--- src/rtl/tcmp_pkg.sv ---
package tcmp_pkg;

  // control word field positions (software decodes these)
  localparam int unsigned F_DRE     = 0;
  localparam int unsigned F_MODE_LO = 2;
  localparam int unsigned F_MODE_W  = 4;
  localparam int unsigned F_IE      = 6;
  localparam int unsigned F_FLAG    = 7;
  localparam int unsigned CTRL_W    = 8;

  typedef logic [F_MODE_W-1:0] mode_t;

  localparam mode_t MODE_OFF     = 4'h0;
  localparam mode_t MODE_TOGGLE  = 4'h5;
  localparam mode_t MODE_HIPULSE = 4'hF;

  // packed so that the bit order equals the control word layout
  typedef struct packed {
    logic  flag;
    logic  ie;
    mode_t mode;
    logic  rsvd;
    logic  dre;
  } ctrl_t;

  typedef enum logic [1:0] {
    PIN_HOLD   = 2'd0,
    PIN_TOGGLE = 2'd1,
    PIN_PULSE  = 2'd2
  } pin_act_e;

  function automatic pin_act_e pin_action(input mode_t m);
    case (m)
      MODE_TOGGLE:  pin_action = PIN_TOGGLE;
      MODE_HIPULSE: pin_action = PIN_PULSE;
      default:      pin_action = PIN_HOLD;
    endcase
  endfunction

endpackage

--- src/rtl/tcmp_ctrl.sv ---
module tcmp_ctrl
  import tcmp_pkg::*;
(
  input  logic              clk,
  input  logic              rst_n,
  input  logic              wr_ctrl,
  input  logic [CTRL_W-1:0] wdata,
  input  logic              match,
  output ctrl_t             ctrl_q,
  output logic              mode_off_wr
);

  logic unused_rsvd;
  assign unused_rsvd = wdata[1];

  assign mode_off_wr = wr_ctrl && (wdata[F_MODE_LO +: F_MODE_W] == MODE_OFF);

  always_ff @(posedge clk) begin
    if (!rst_n) begin
      ctrl_q <= '0;
    end else begin
      if (wr_ctrl) begin
        ctrl_q.dre  <= wdata[F_DRE];
        ctrl_q.mode <= wdata[F_MODE_LO +: F_MODE_W];
        ctrl_q.ie   <= wdata[F_IE];
      end
      ctrl_q.rsvd <= 1'b0;
      // a fresh match outranks a software clear in the same cycle
      if (match) begin
        ctrl_q.flag <= 1'b1;
      end else if (wr_ctrl && wdata[F_FLAG]) begin
        ctrl_q.flag <= 1'b0;
      end
    end
  end

endmodule

--- src/rtl/tcmp_target.sv ---
module tcmp_target #(
  parameter int unsigned CNT_W = 31
) (
  input  logic             clk,
  input  logic             rst_n,
  input  logic             wr_cmp,
  input  logic [CNT_W-1:0] wdata,
  input  logic             disarm,
  input  logic             enabled,
  input  logic             ovf_en,
  input  logic [CNT_W-1:0] cnt_val,
  output logic             match,
  output logic [CNT_W-1:0] act_q,
  output logic             act_vld
);

  logic [CNT_W-1:0] pend_q;
  logic             pend_vld;
  logic [CNT_W-1:0] cnt_prev;
  logic             prev_vld;
  logic             wrapped_q;
  logic             wrap_now;
  logic             blocked;

  assign wrap_now = prev_vld && (cnt_val < cnt_prev);
  assign blocked  = !ovf_en && (wrapped_q || wrap_now);
  assign match    = enabled && act_vld && (cnt_val == act_q) && !blocked;

  always_ff @(posedge clk) begin
    if (!rst_n) begin
      cnt_prev <= '0;
      prev_vld <= 1'b0;
    end else begin
      cnt_prev <= cnt_val;
      prev_vld <= 1'b1;
    end
  end

  always_ff @(posedge clk) begin
    if (!rst_n) begin
      act_q     <= '0;
      act_vld   <= 1'b0;
      pend_q    <= '0;
      pend_vld  <= 1'b0;
      wrapped_q <= 1'b0;
    end else if (disarm) begin
      act_vld   <= 1'b0;
      pend_vld  <= 1'b0;
      wrapped_q <= 1'b0;
    end else begin
      if (act_vld && wrap_now) begin
        wrapped_q <= 1'b1;
      end
      if (wr_cmp) begin
        if (!act_vld || (match && !pend_vld)) begin
          // no live target after this edge: the write becomes active
          act_q     <= wdata;
          act_vld   <= 1'b1;
          wrapped_q <= 1'b0;
        end else if (match) begin
          // active fires, pending moves up, new write queues behind it
          act_q     <= pend_q;
          pend_q    <= wdata;
          wrapped_q <= 1'b0;
        end else begin
          pend_q   <= wdata;
          pend_vld <= 1'b1;
        end
      end else if (match) begin
        if (pend_vld) begin
          act_q     <= pend_q;
          pend_vld  <= 1'b0;
          wrapped_q <= 1'b0;
        end else begin
          act_vld <= 1'b0;
        end
      end
    end
  end

endmodule

--- src/rtl/tcmp_pin.sv ---
module tcmp_pin
  import tcmp_pkg::*;
(
  input  logic  clk,
  input  logic  rst_n,
  input  mode_t mode,
  input  logic  match,
  input  logic  force_low,
  output logic  pin_q
);

  pin_act_e act;
  assign act = pin_action(mode);

  always_ff @(posedge clk) begin
    if (!rst_n) begin
      pin_q <= 1'b0;
    end else if (force_low) begin
      pin_q <= 1'b0;
    end else begin
      case (act)
        PIN_PULSE:  pin_q <= match;
        PIN_TOGGLE: pin_q <= pin_q ^ match;
        default:    pin_q <= pin_q;
      endcase
    end
  end

endmodule

--- src/rtl/tcmp_channel.sv ---
module tcmp_channel
  import tcmp_pkg::*;
#(
  parameter int unsigned CNT_W  = 31,
  parameter int unsigned WORD_W = 32
) (
  input  logic              clk,
  input  logic              rst_n,
  input  logic              reg_wr,
  input  logic              reg_sel,
  input  logic [WORD_W-1:0] reg_wdata,
  input  logic              rd_sel,
  output logic [WORD_W-1:0] rd_data,
  input  logic [CNT_W-1:0]  cnt_val,
  input  logic              ovf_evt_en,
  output logic              pin_out,
  output logic              irq,
  output logic              dma_req
);

  localparam int unsigned CTRL_PAD = WORD_W - CTRL_W;
  localparam int unsigned CMP_PAD  = WORD_W - CNT_W;

  ctrl_t             ctrl_q;
  logic              mode_off_wr;
  logic              match_evt;
  logic [CNT_W-1:0]  act_q;
  logic              act_vld;
  logic              wr_ctrl;
  logic              wr_cmp;
  logic [WORD_W-1:0] cmp_rd;
  logic [WORD_W-1:0] ctrl_rd;
  logic              evt_flag;
  mode_t             cur_mode;

  assign wr_ctrl  = reg_wr && !reg_sel;
  assign wr_cmp   = reg_wr && reg_sel;
  assign evt_flag = ctrl_q.flag;
  assign cur_mode = ctrl_q.mode;

  tcmp_ctrl u_ctrl (
    .clk         (clk),
    .rst_n       (rst_n),
    .wr_ctrl     (wr_ctrl),
    .wdata       (reg_wdata[CTRL_W-1:0]),
    .match       (match_evt),
    .ctrl_q      (ctrl_q),
    .mode_off_wr (mode_off_wr)
  );

  tcmp_target #(.CNT_W(CNT_W)) u_target (
    .clk     (clk),
    .rst_n   (rst_n),
    .wr_cmp  (wr_cmp),
    .wdata   (reg_wdata[CNT_W-1:0]),
    .disarm  (mode_off_wr),
    .enabled (cur_mode != MODE_OFF),
    .ovf_en  (ovf_evt_en),
    .cnt_val (cnt_val),
    .match   (match_evt),
    .act_q   (act_q),
    .act_vld (act_vld)
  );

  tcmp_pin u_pin (
    .clk       (clk),
    .rst_n     (rst_n),
    .mode      (cur_mode),
    .match     (match_evt),
    .force_low (mode_off_wr),
    .pin_q     (pin_out)
  );

  generate
    if (CMP_PAD > 0) begin : g_cmp_pad
      logic unused_wr_hi;
      assign unused_wr_hi = ^reg_wdata[WORD_W-1:CNT_W];
      assign cmp_rd = {{CMP_PAD{1'b0}}, act_q};
    end else begin : g_cmp_full
      assign cmp_rd = act_q;
    end
  endgenerate

  logic unused_vld;
  assign unused_vld = act_vld;

  assign ctrl_rd = {{CTRL_PAD{1'b0}}, ctrl_q};
  assign rd_data = rd_sel ? cmp_rd : ctrl_rd;
  assign irq     = ctrl_q.ie  && evt_flag;
  assign dma_req = ctrl_q.dre && evt_flag;

endmodule

--- config.mk ---
export PLATFORM = sky130hd
export DESIGN_NAME = tcmp_channel
export DESIGN_NICKNAME = d
export VERILOG_FILES = /design/src/rtl/tcmp_pkg.sv /design/src/rtl/tcmp_ctrl.sv /design/src/rtl/tcmp_target.sv /design/src/rtl/tcmp_pin.sv /design/src/rtl/tcmp_channel.sv
export SDC_FILE = /design/constraint.sdc
export NUM_CORES = 1
export LEC_CHECK = 0
export ABC_CLOCK_PERIOD_IN_PS = 9000
export BUFFER_PORTS_ARGS = -buffer_cell sky130_fd_sc_hd__buf_2
export CELL_PAD_IN_SITES_DETAIL_PLACEMENT = 1
export CELL_PAD_IN_SITES_GLOBAL_PLACEMENT = 1
export CORE_ASPECT_RATIO = 1.25
export CORE_MARGIN = 4
export CORE_UTILIZATION = 46
export CTS_CLUSTER_SIZE = 8
export DETAILED_ROUTE_END_ITERATION = 16
export MAX_ROUTING_LAYER = met4
export PLACE_DENSITY = 0.88
export SYNTH_ARGS = -nofsm -noshare
export SYNTH_HDL_FRONTEND = slang
export SYNTH_SLANG_ARGS = --single-unit
--- constraint.sdc ---
create_clock -name clk -period 9 [get_ports clk]
set_clock_uncertainty 0.2 [all_clocks]
set_input_delay 2.25 -clock clk [delete_from_list [all_inputs] [get_ports clk]]
set_output_delay 2.25 -clock clk [all_outputs]
set_load 0.02 [all_outputs]
# Yosys cells after proc, flatten, opt, wreduce, memory -nomap -nowiden
# Cells that the tools add are included.
# Widths: inputs -> output; s select.
op_classes:
  order_cmp: 1
  eq_ne: 9
  mux: 25
  bitwise_logic: 4
  reduce_logical: 32
op_table:
  columns: ["cell", "count"]
  rows:
  - ["$mux 31", 6]
  - ["$eq 31x31->1", 1]
  - ["$lt 31x31->1", 1]
  - ["$mux 1", 17]
  - ["$logic_and 1x1->1", 13]
  - ["$reduce_bool 2->1", 5]
  - ["$reduce_and 3->1", 3]
  - ["$ne 2x2->1 const B", 3]
  - ["$logic_not 1->1", 5]
  - ["$eq 4x3->1 const B", 1]
  - ["$eq 4x4->1 const B", 1]
  - ["$logic_not 4->1", 1]
  - ["$pmux 2 s2", 1]
  - ["$reduce_and 4->1", 1]
  - ["$reduce_bool 4->1", 1]
  - ["$not 1->1", 3]
  - ["$eq 2x1->1 const B", 1]
  - ["$eq 2x2->1 const B", 1]
  - ["$logic_or 1x1->1", 2]
  - ["$ne 2x1->1 const B", 1]
  - ["$pmux 1 s2", 1]
  - ["$reduce_or 2->1", 1]
  - ["$xor 1x1->1", 1]
word_totals:
  reg_bits: 105
  inputBits: 69

# Depth between registers and ports, before layout
# Gate-level depths: netlist of the first run.
logic_depth:
  depth_word: 10
  ltp_mapped: 11

# Hierarchy
# A second synthesis of the first run with hierarchy kept.
hier_totals:
  hier_cells: 622
  area_unflattened_um2: 5734.2
by_module_without_submodules:
  columns: ["module", "n_inst", "cells_each", "area_each_um2"]
  rows:
  - ["tcmp_target", 1, 543, 5064.9]
  - ["tcmp_channel", 1, 41, 294.0]
  - ["tcmp_ctrl", 1, 27, 294.0]
  - ["tcmp_pin", 1, 11, 81.3]

# Worst setup path after synthesis of the first run
# No wires, ideal clock.
synth_path:
  path_kind: "input to output"
  start: "input rd_sel"
  end: "output rd_data[2]"
  t_arrival_ps: 2937
  required_ps: 6550
  setup_slack_ps: 3613
  stages: 2
  path_buffers: 1
  path_cell_list: "buf_1 > mux2_2"
synth_via:
  elab_chain_cells: 1
synth_rtl:
  columns: ["element", "line_no", "source"]
  rows:
  - ["start: declaration", "tcmp_channel.sv:12", "input logic rd_sel,"]
  - ["$mux 31", "tcmp_channel.sv:88", "assign rd_data = rd_sel ? cmp_rd : ctrl_rd;"]
  - ["end: declaration", "tcmp_channel.sv:13", "output logic [WORD_W-1:0] rd_data,"]
# Every way passes these cells.

# Worst setup path after layout of the first run
layout_path:
  start: "input cnt_val[28]"
  end: "register u_target.act_q[14]"
layout_via:
  elab_chain_cells: 10
  elab_cells_between_ends: 15
layout_rtl:
  columns: ["element", "line_no", "source"]
  rows:
  - ["start: declaration", "tcmp_channel.sv:14", "input logic [CNT_W-1:0] cnt_val,"]
  - ["$lt 31x31->1", "tcmp_target.sv:25", "assign wrap_now = prev_vld && (cnt_val < cnt_prev);"]
  - ["$logic_and 1x1->1", "tcmp_target.sv:25", null]
  - ["$logic_or 1x1->1", "tcmp_target.sv:26", "assign blocked = !ovf_en && (wrapped_q || wrap_now);"]
  - ["$logic_and 1x1->1", "tcmp_target.sv:26", null]
  - ["$logic_not 1->1", "tcmp_target.sv:27", "assign match = enabled && act_vld && (cnt_val == act_q) && !blocked;"]
  - ["$logic_and 1x1->1 *", "tcmp_target.sv:27", null]
  - ["$logic_and 1x1->1", "tcmp_target.sv:55", "if (!act_vld || (match && !pend_vld)) begin"]
  - ["$logic_or 1x1->1", "tcmp_target.sv:55", null]
  - ["$reduce_bool 2->1 (no source line) or $mux 31 (tied branches)", null, null]
  - ["$reduce_and 4->1 (no source line) or $mux 31 (tied branches)", null, null]
  - ["end signal: assignment", "tcmp_target.sv:57", "act_q <= wdata;"]
  - ["end signal: assignment", "tcmp_target.sv:62", "act_q <= pend_q;"]
  - ["end signal: assignment", "tcmp_target.sv:71", "act_q <= pend_q;"]
  - ["end: declaration", "tcmp_target.sv:13", "output logic [CNT_W-1:0] act_q,"]
# Mark *: on every way between the ends. The rest lies on a longest branch, timed or not.
# A chain may end at the register's enable or synchronous reset.

==> out/metrics.csv, run 1 <==
metric;value;unit
grt_start_max_net_pins;135;
final_design_area_no_fill;6940;µm²
drt_first_iter_violations;354;
largest_fanout_on_the_critical_path;38;
number_of_vias_per_cell;5.86;
warning_count_from_the_yosys_run;0;
synth.cell_area;6000;µm²
cp.arrival;5.89;ns
report.final.setup_viol;0;
ys_ff_latch;105;
hpwlAfterDp;13300;µm
first_pass_iters;4;
cts_tree;yes;
cell_depth_of_the_worst_hold_path;2;
port-buffer-count;101;
num-fill-cells;1541;
synth.net_count;805;
routed_wirelength;19900;µm
coreArea;12700;µm²
timing_hold_violations_final;0;
cap_viol_max_count;0;
power.density;172;nW/µm²
min_to;u_target.pend_q[6];
pin_count;104;
rows;46;
min-delay-start;u_target.pend_q[6];
grt_usage;0.277;
yosys-top-cells-area;sky130_fd_sc_hd__dfxtp_1 (35%), sky130_fd_sc_hd__ha_1 (6.5%), sky130_fd_sc_hd__a211oi_2 (6.3%);
worstHoldPathType;flop to flop;
yosysTopAreaCellShare;0.350;
synth-edff-count;0;
cts_setup_buffers;0;
top_layer;met4;
setup.worst_path.start_class;primary input;
final_period_minus_worst_setup_slack;5.82;ns
wl_per_cell;21.0;µm
layout-drive-gt1-share;0.217;
clockRootBuffer;sky130_fd_sc_hd__clkbuf_16;
worst-endpoint-required;9.07;ns
r2r_start;u_target.act_q[25];
synthDominantAreaCellType;sky130_fd_sc_hd__dfxtp_1;
tightestPinTransition;1.31;ns
clkLatencyLatePin;0.35;ns
antenna-diode-count;0;
grt_overflow_total;0;
die_area;15000;µm²
first_global_vias;5906;
relSlewSlack;0.124;
synth.yosys.seq_area_share;0.350;
run_status;complete, no violations;
timing.reg2reg.worst_path_depth;8;
detailroute.via_count;5546;
slew_violations;0;
area.growth.synth_to_final;15.5;%
htreeDepth;3;
max_freq;172;MHz
final_min_period_over_clock_period;0.647;
chipWidth;110;µm
cts.reportedPaths.clkPinSlew;0.07;ns
met3RoutedLength;922;µm
report.power.total;0.00119;W
cts-hold-fix-buffers;0;
drc;0;
post_cts.resized_instances;0;
power.leakage;2.94;nW
wire_length_of_the_first_global_routing_pass;31400;µm
vdd.ir_drop.worst;0.0996;mV
die_h;136;µm
postSynthCellCount;705;
gp_routability_congestion;0.798;
synthMostInstantiatedCell;sky130_fd_sc_hd__dfxtp_1;
regToRegSetupSlack;4.85;ns
synth_cell_type_count;45;
clock-sinks;105;
synthFlopType;sky130_fd_sc_hd__dfxtp_1;
grt_antenna_before_repair;0;
wl_met1;8210;µm
finalSetupTns;0;ns
placed_area;6560;µm²
drtAntennaViolNets;0;
crit-reg2reg-capture;u_target.act_q[14];
endpoint_kind;flop;
layout.nets;873;
cts_made_buffers;9;
unrepaired_setup_endpoints_after_global_routing;false;
synth_commonest_cells;sky130_fd_sc_hd__dfxtp_1 (105), sky130_fd_sc_hd__nand2_1 (82), sky130_fd_sc_hd__inv_1 (64);
postSynth.asyncResetShare;0;
critical_path_class;primary input to flop;
cts-root-to-sink-buffers;2;
met2_wirelength;10100;µm
initial_core_util;0.472;
mean_instance_size_in_the_synthesized_netlist;8.52;µm²
-- registers in the layout, indices dropped and copies added (netlist names) --
signal,flops
u_target.wrapped_q,1
u_target.act_vld,1
u_target.pend_vld,1
u_target.cnt_prev,31
u_target.pend_q,31
u_pin.pin_q,1
u_ctrl.ctrl_q,7
u_target.prev_vld,1
u_target.act_q,31
-- layout by cell type, fill, tap and decap left out, types with 2 or more instances in the layout --
master / n
sky130_fd_sc_hd__dfxtp_1: 105
sky130_fd_sc_hd__a21oi_1: 16
sky130_fd_sc_hd__nor2_1: 4
sky130_fd_sc_hd__inv_1: 64
sky130_fd_sc_hd__nand4_1: 8
sky130_fd_sc_hd__a211oi_2: 30
sky130_fd_sc_hd__bufinv_16: 4
sky130_fd_sc_hd__and2_1: 59
sky130_fd_sc_hd__o21ai_0: 38
sky130_fd_sc_hd__nor3_1: 34
sky130_fd_sc_hd__a21boi_0: 2
sky130_fd_sc_hd__clkbuf_16: 9
sky130_fd_sc_hd__xnor2_1: 3
sky130_fd_sc_hd__nor4_1: 8
sky130_fd_sc_hd__a21o_1: 2
sky130_fd_sc_hd__mux2_2: 7
sky130_fd_sc_hd__buf_4: 8
sky130_fd_sc_hd__ha_1: 31
sky130_fd_sc_hd__xor2_1: 27
sky130_fd_sc_hd__nand3_1: 33
sky130_fd_sc_hd__nand2_1: 82
sky130_fd_sc_hd__a41o_1: 2
sky130_fd_sc_hd__clkbuf_8: 2
sky130_fd_sc_hd__a211oi_1: 34
sky130_fd_sc_hd__mux2i_1: 37
sky130_fd_sc_hd__nor2b_1: 8
sky130_fd_sc_hd__buf_2: 100
-- critical path: stages --
cell and delay (ns):
sky130_fd_sc_hd__buf_2 0.14, sky130_fd_sc_hd__xor2_1 0.15, sky130_fd_sc_hd__nor4_1 0.61, sky130_fd_sc_hd__nand4_1 0.29, sky130_fd_sc_hd__nor4_2 0.32, sky130_fd_sc_hd__buf_4 0.46
sky130_fd_sc_hd__o21a_1 1.08, sky130_fd_sc_hd__a211oi_1 0.28, sky130_fd_sc_hd__a211oi_2 0.27
-- routing by layer --
| metal | track usage | up-vias |
|---|---|---|
| met4 | 0.102 | 0 |
| met1 | 0.336 | 2757 |
| met5 | - | - |
| met3 | 0.0367 | 49 |
| met2 | 0.465 | 179 |
| li1 | - | 2561 |
-- cells by family (layout without fill, tap and decap cells) --
kind of cell	count (synthesis)	count (layout)	synth area share
buffers and inverters	116	189	0.0808
XOR/XNOR	30	30	0.0438
AO/OA/AOI/OAI	137	137	0.184
other	1	1	0.000625
flip-flops	105	105	0.350
adder cells (fa/ha/maj)	31	31	0.0646
multiplexers	44	44	0.0748
AND/OR/NAND/NOR	241	241	0.201
-- area by class of cell --
cell class,instances,area [µm²],share of cell area
Tap cell,168,210,0.0303
Clock inverter,5,125,0.0180
Sequential cell,105,2100,0.303
Clock buffer,11,253,0.0364
Timing Repair Buffer,108,561,0.0808
Multi-Input combinational cell,484,3440,0.496
Inverter,65,244,0.0352
-- through the flow --
step	utilization	hold slack, ns	instances	setup slack, ns
detailed placement	0.516	0.253	930	3.00
CTS	0.545	0.263	946	3.19
finish	0.545	0.257	946	3.18
global route	0.545	0.273	946	3.03
global placement	0.516	0.242	930	3.11
floorplan	-	0.235	705	3.61
-- power by group --
group / internal [W] / switching, W
registers: 0.000487 / 0.0000190
clock network: 0.000315 / 0.000180
logic: 0.0000723 / 0.000120
total: 0.000874 / 0.000319
-- worst max path at each step --
stage	start	endpoint	slack (ns)
floorplan	rd_sel	rd_data[2]	3.61
global placement	cnt_val[22]	u_target.act_q[9]	3.11
detailed placement	cnt_val[22]	u_target.act_q[14]	3.00
CTS	cnt_val[28]	u_target.act_q[14]	3.19
global route	cnt_val[28]	u_target.act_q[14]	3.03
finish	cnt_val[28]	u_target.act_q[14]	3.18
No activity file was read; power rests on OpenSTA's default activity.
==> run 2, diff against run 1 <==
Settings changed: ABC_CLOCK_PERIOD_IN_PS 9000 to 5500, CORE_UTILIZATION 46 to 42, PLACE_DENSITY 0.88 to 0.82.
Clock period 9 ns to 5.5 ns, I/O delays scaled along.
==> out/metrics.csv, run 2 (same netlist as run 1, synthesis figures left out) <==
metric;value;unit;change
run_status;complete, no violations;;unchanged
min_to;u_target.pend_q[4];;was u_target.pend_q[6]
cp_cell_sequence;buf_2 -> ha_1 -> a21oi_1 -> nor2_1 -> a211oi_1 -> o211ai_1 -> a2111o_1 -> a31oi_4 -> buf_12 -> mux2i_1;;was buf_2 -> xor2_1 -> nor4_1 -> nand4_1 -> nor4_2 -> buf_4 -> o21a_1 -> a211oi_1 -> a211oi_2
largest_fanout_on_the_critical_path;20;;was 38
worstHoldPathType;flop to flop;;unchanged
crit-reg2reg-capture;u_target.pend_q[14];;was u_target.act_q[14]
port-buffer-count;101;;unchanged
critical_path_class;primary input to flop;;unchanged
endpoint_kind;flop;;unchanged
chipWidth;115;µm;was 110 µm
cts-root-to-sink-buffers;2;;unchanged
first_global_vias;5763;;was 5906
clkLatencyLatePin;0.35;ns;about the same
cts_tree;yes;;unchanged
r2r_start;u_target.cnt_prev[24];;was u_target.act_q[25]
drtAntennaViolNets;0;;unchanged
worst-endpoint-required;5.57;ns;was 9.07 ns
layout-drive-gt1-share;0.215;;was 0.217
worst_path_largest_cell_delay;0.69;ns;was 1.08 ns
grt_antenna_before_repair;0;;unchanged
power.density;266;nW/µm²;was 172 nW/µm²
cts-hold-fix-buffers;0;;unchanged
cell_depth_of_the_worst_hold_path;2;;unchanged
detailroute.via_count;5443;;was 5546
cts_setup_buffers;0;;unchanged
drt_first_iter_violations;386;;was 354
max_freq;230;MHz;
timing.critical_path.buf_inv;2;;unchanged
min-delay-start;u_target.pend_q[4];;was u_target.pend_q[6]
final_core_utilization;0.495;;was 0.545
die_area;16300;µm²;was 15000 µm²
post_cts.resized_instances;0;;unchanged
timing_hold_violations_final;0;;unchanged
drc;0;;unchanged
routed_wirelength;19000;µm;was 19900 µm
htreeDepth;3;;unchanged
cts.reportedPaths.clkPinSlew;0.07;ns;about the same
cap_viol_max_count;0;;unchanged
wire_length_of_the_first_global_routing_pass;30200;µm;was 31400 µm
number_of_vias_per_cell;5.71;;was 5.86
clock-sinks;105;;unchanged
dp.cells;938;;was 930
cts_made_buffers;9;;unchanged
grt_overflow_total;0;;unchanged
report.final.setup_viol;0;;unchanged
vdd.ir_drop.worst;0.179;mV;was 0.0996 mV
wl_per_cell;19.9;µm;was 21.0 µm
coreArea;13900;µm²;was 12700 µm²
grt_start_max_net_pins;105;;was 135
most_used_cells_in_the_layout_excluding_fill_and_tap_cells;sky130_fd_sc_hd__dfxtp_1 (105), sky130_fd_sc_hd__buf_2 (100), sky130_fd_sc_hd__nand2_1 (82), sky130_fd_sc_hd__inv_1 (64), sky130_fd_sc_hd__and2_1 (59);;unchanged
rows;48;;was 46
final-instance-count-excl-fill;953;;was 946
gp_routability_congestion;0.816;;was 0.798
reg.largest.list;u_target.act_q x31, u_target.cnt_prev x31, u_target.pend_q x31;;unchanged
pin_count;104;;unchanged
antenna-diode-count;0;;unchanged
first_pass_iters;4;;unchanged
power.leakage;2.91;nW;was 2.94 nW
layout.nets;874;;was 873
area.growth.synth_to_final;14.9;%;was 15.5%
regToRegSetupSlack;1.97;ns;was 4.85 ns
final_min_period_over_clock_period;0.792;;
final_period_minus_worst_setup_slack;4.36;ns;
tightestPinTransition;1.21;ns;was 1.31 ns
timing.reg2reg.worst_path_depth;10;;was 8
report.power.total;0.00184;W;was 0.00119 W
relSlewSlack;0.185;;was 0.124
cp.arrival;4.43;ns;was 5.89 ns
final_common_cell;sky130_fd_sc_hd__dfxtp_1;;unchanged
unrepaired_setup_endpoints_after_global_routing;false;;unchanged
clockRootBuffer;sky130_fd_sc_hd__clkbuf_16;;unchanged
setup.worst_path.start_class;primary input;;unchanged
finalSetupTns;0;ns;unchanged
die_h;142;µm;was 136 µm
grt_usage;0.241;;was 0.277
worst_hold_slack;0.261;ns;was 0.257 ns
hpwlAfterDp;13200;µm;was 13300 µm
slew_violations;0;;unchanged
worst_path_dominant_cell_family;compound AO/OA/AOI/OAI gates;;unchanged
initial_core_util;0.431;;was 0.472
timing.critical_path.slowest_stage_cell;sky130_fd_sc_hd__a31oi_4;;was sky130_fd_sc_hd__o21a_1
-- run 2: worst min-delay path, cell delays in order (launching register included) --
cell and delay [ns]:
sky130_fd_sc_hd__dfxtp_1 0.31, sky130_fd_sc_hd__nand2_1 0.05, sky130_fd_sc_hd__mux2i_1 0.05
-- run 2: metrics by stage --
step                setup slack [ns]  instance area, µm²
floorplan                       1.86                6000
global placement               0.971                6590
detailed placement             0.834                6590
CTS                             1.16                6900
global route                   0.993                6900
finish                          1.14                6900
-- run 2: worst max-delay path by stage --
| stage | startpoint | to | slack, ns | depth (start not counted) |
|---|---|---|---|---|
| floorplan | rd_sel | rd_data[2] | 1.86 | 2 |
| global placement | cnt_val[4] | u_target.act_q[0] | 0.97 | 9 |
| detailed placement | cnt_val[24] | u_target.pend_q[14] | 0.83 | 10 |
| CTS | cnt_val[24] | u_target.pend_q[14] | 1.16 | 10 |
| global route | cnt_val[24] | u_target.pend_q[17] | 0.99 | 10 |
| finish | cnt_val[24] | u_target.pend_q[14] | 1.14 | 10 |
-- run 2: cell type report --
type	count	area (µm²)
Fill cell	1689	7030
Multi-Input combinational cell	484	3440
Sequential cell	105	2100
Timing Repair Buffer	109	581
Clock buffer	12	246
Inverter	65	244
Tap cell	175	219
Clock inverter	3	65.1
-- run 2: power breakdown --
part / internal [W] / leakage [nW] / switching [W]
clock: 0.000409 / 0.153 / 0.000291
combinational: 0.000118 / 1.90 / 0.000190
sequential: 0.000796 / 0.862 / 0.0000309
-- run 2: layer usage --
metal | vias up | wire length [µm] | track usage
met5 | - | 0 | -
met4 | 0 | 471 | 0.0896
met3 | 33 | 834 | 0.0328
met2 | 129 | 9790 | 0.408
met1 | 2721 | 7860 | 0.289
li1 | 2560 | - | -
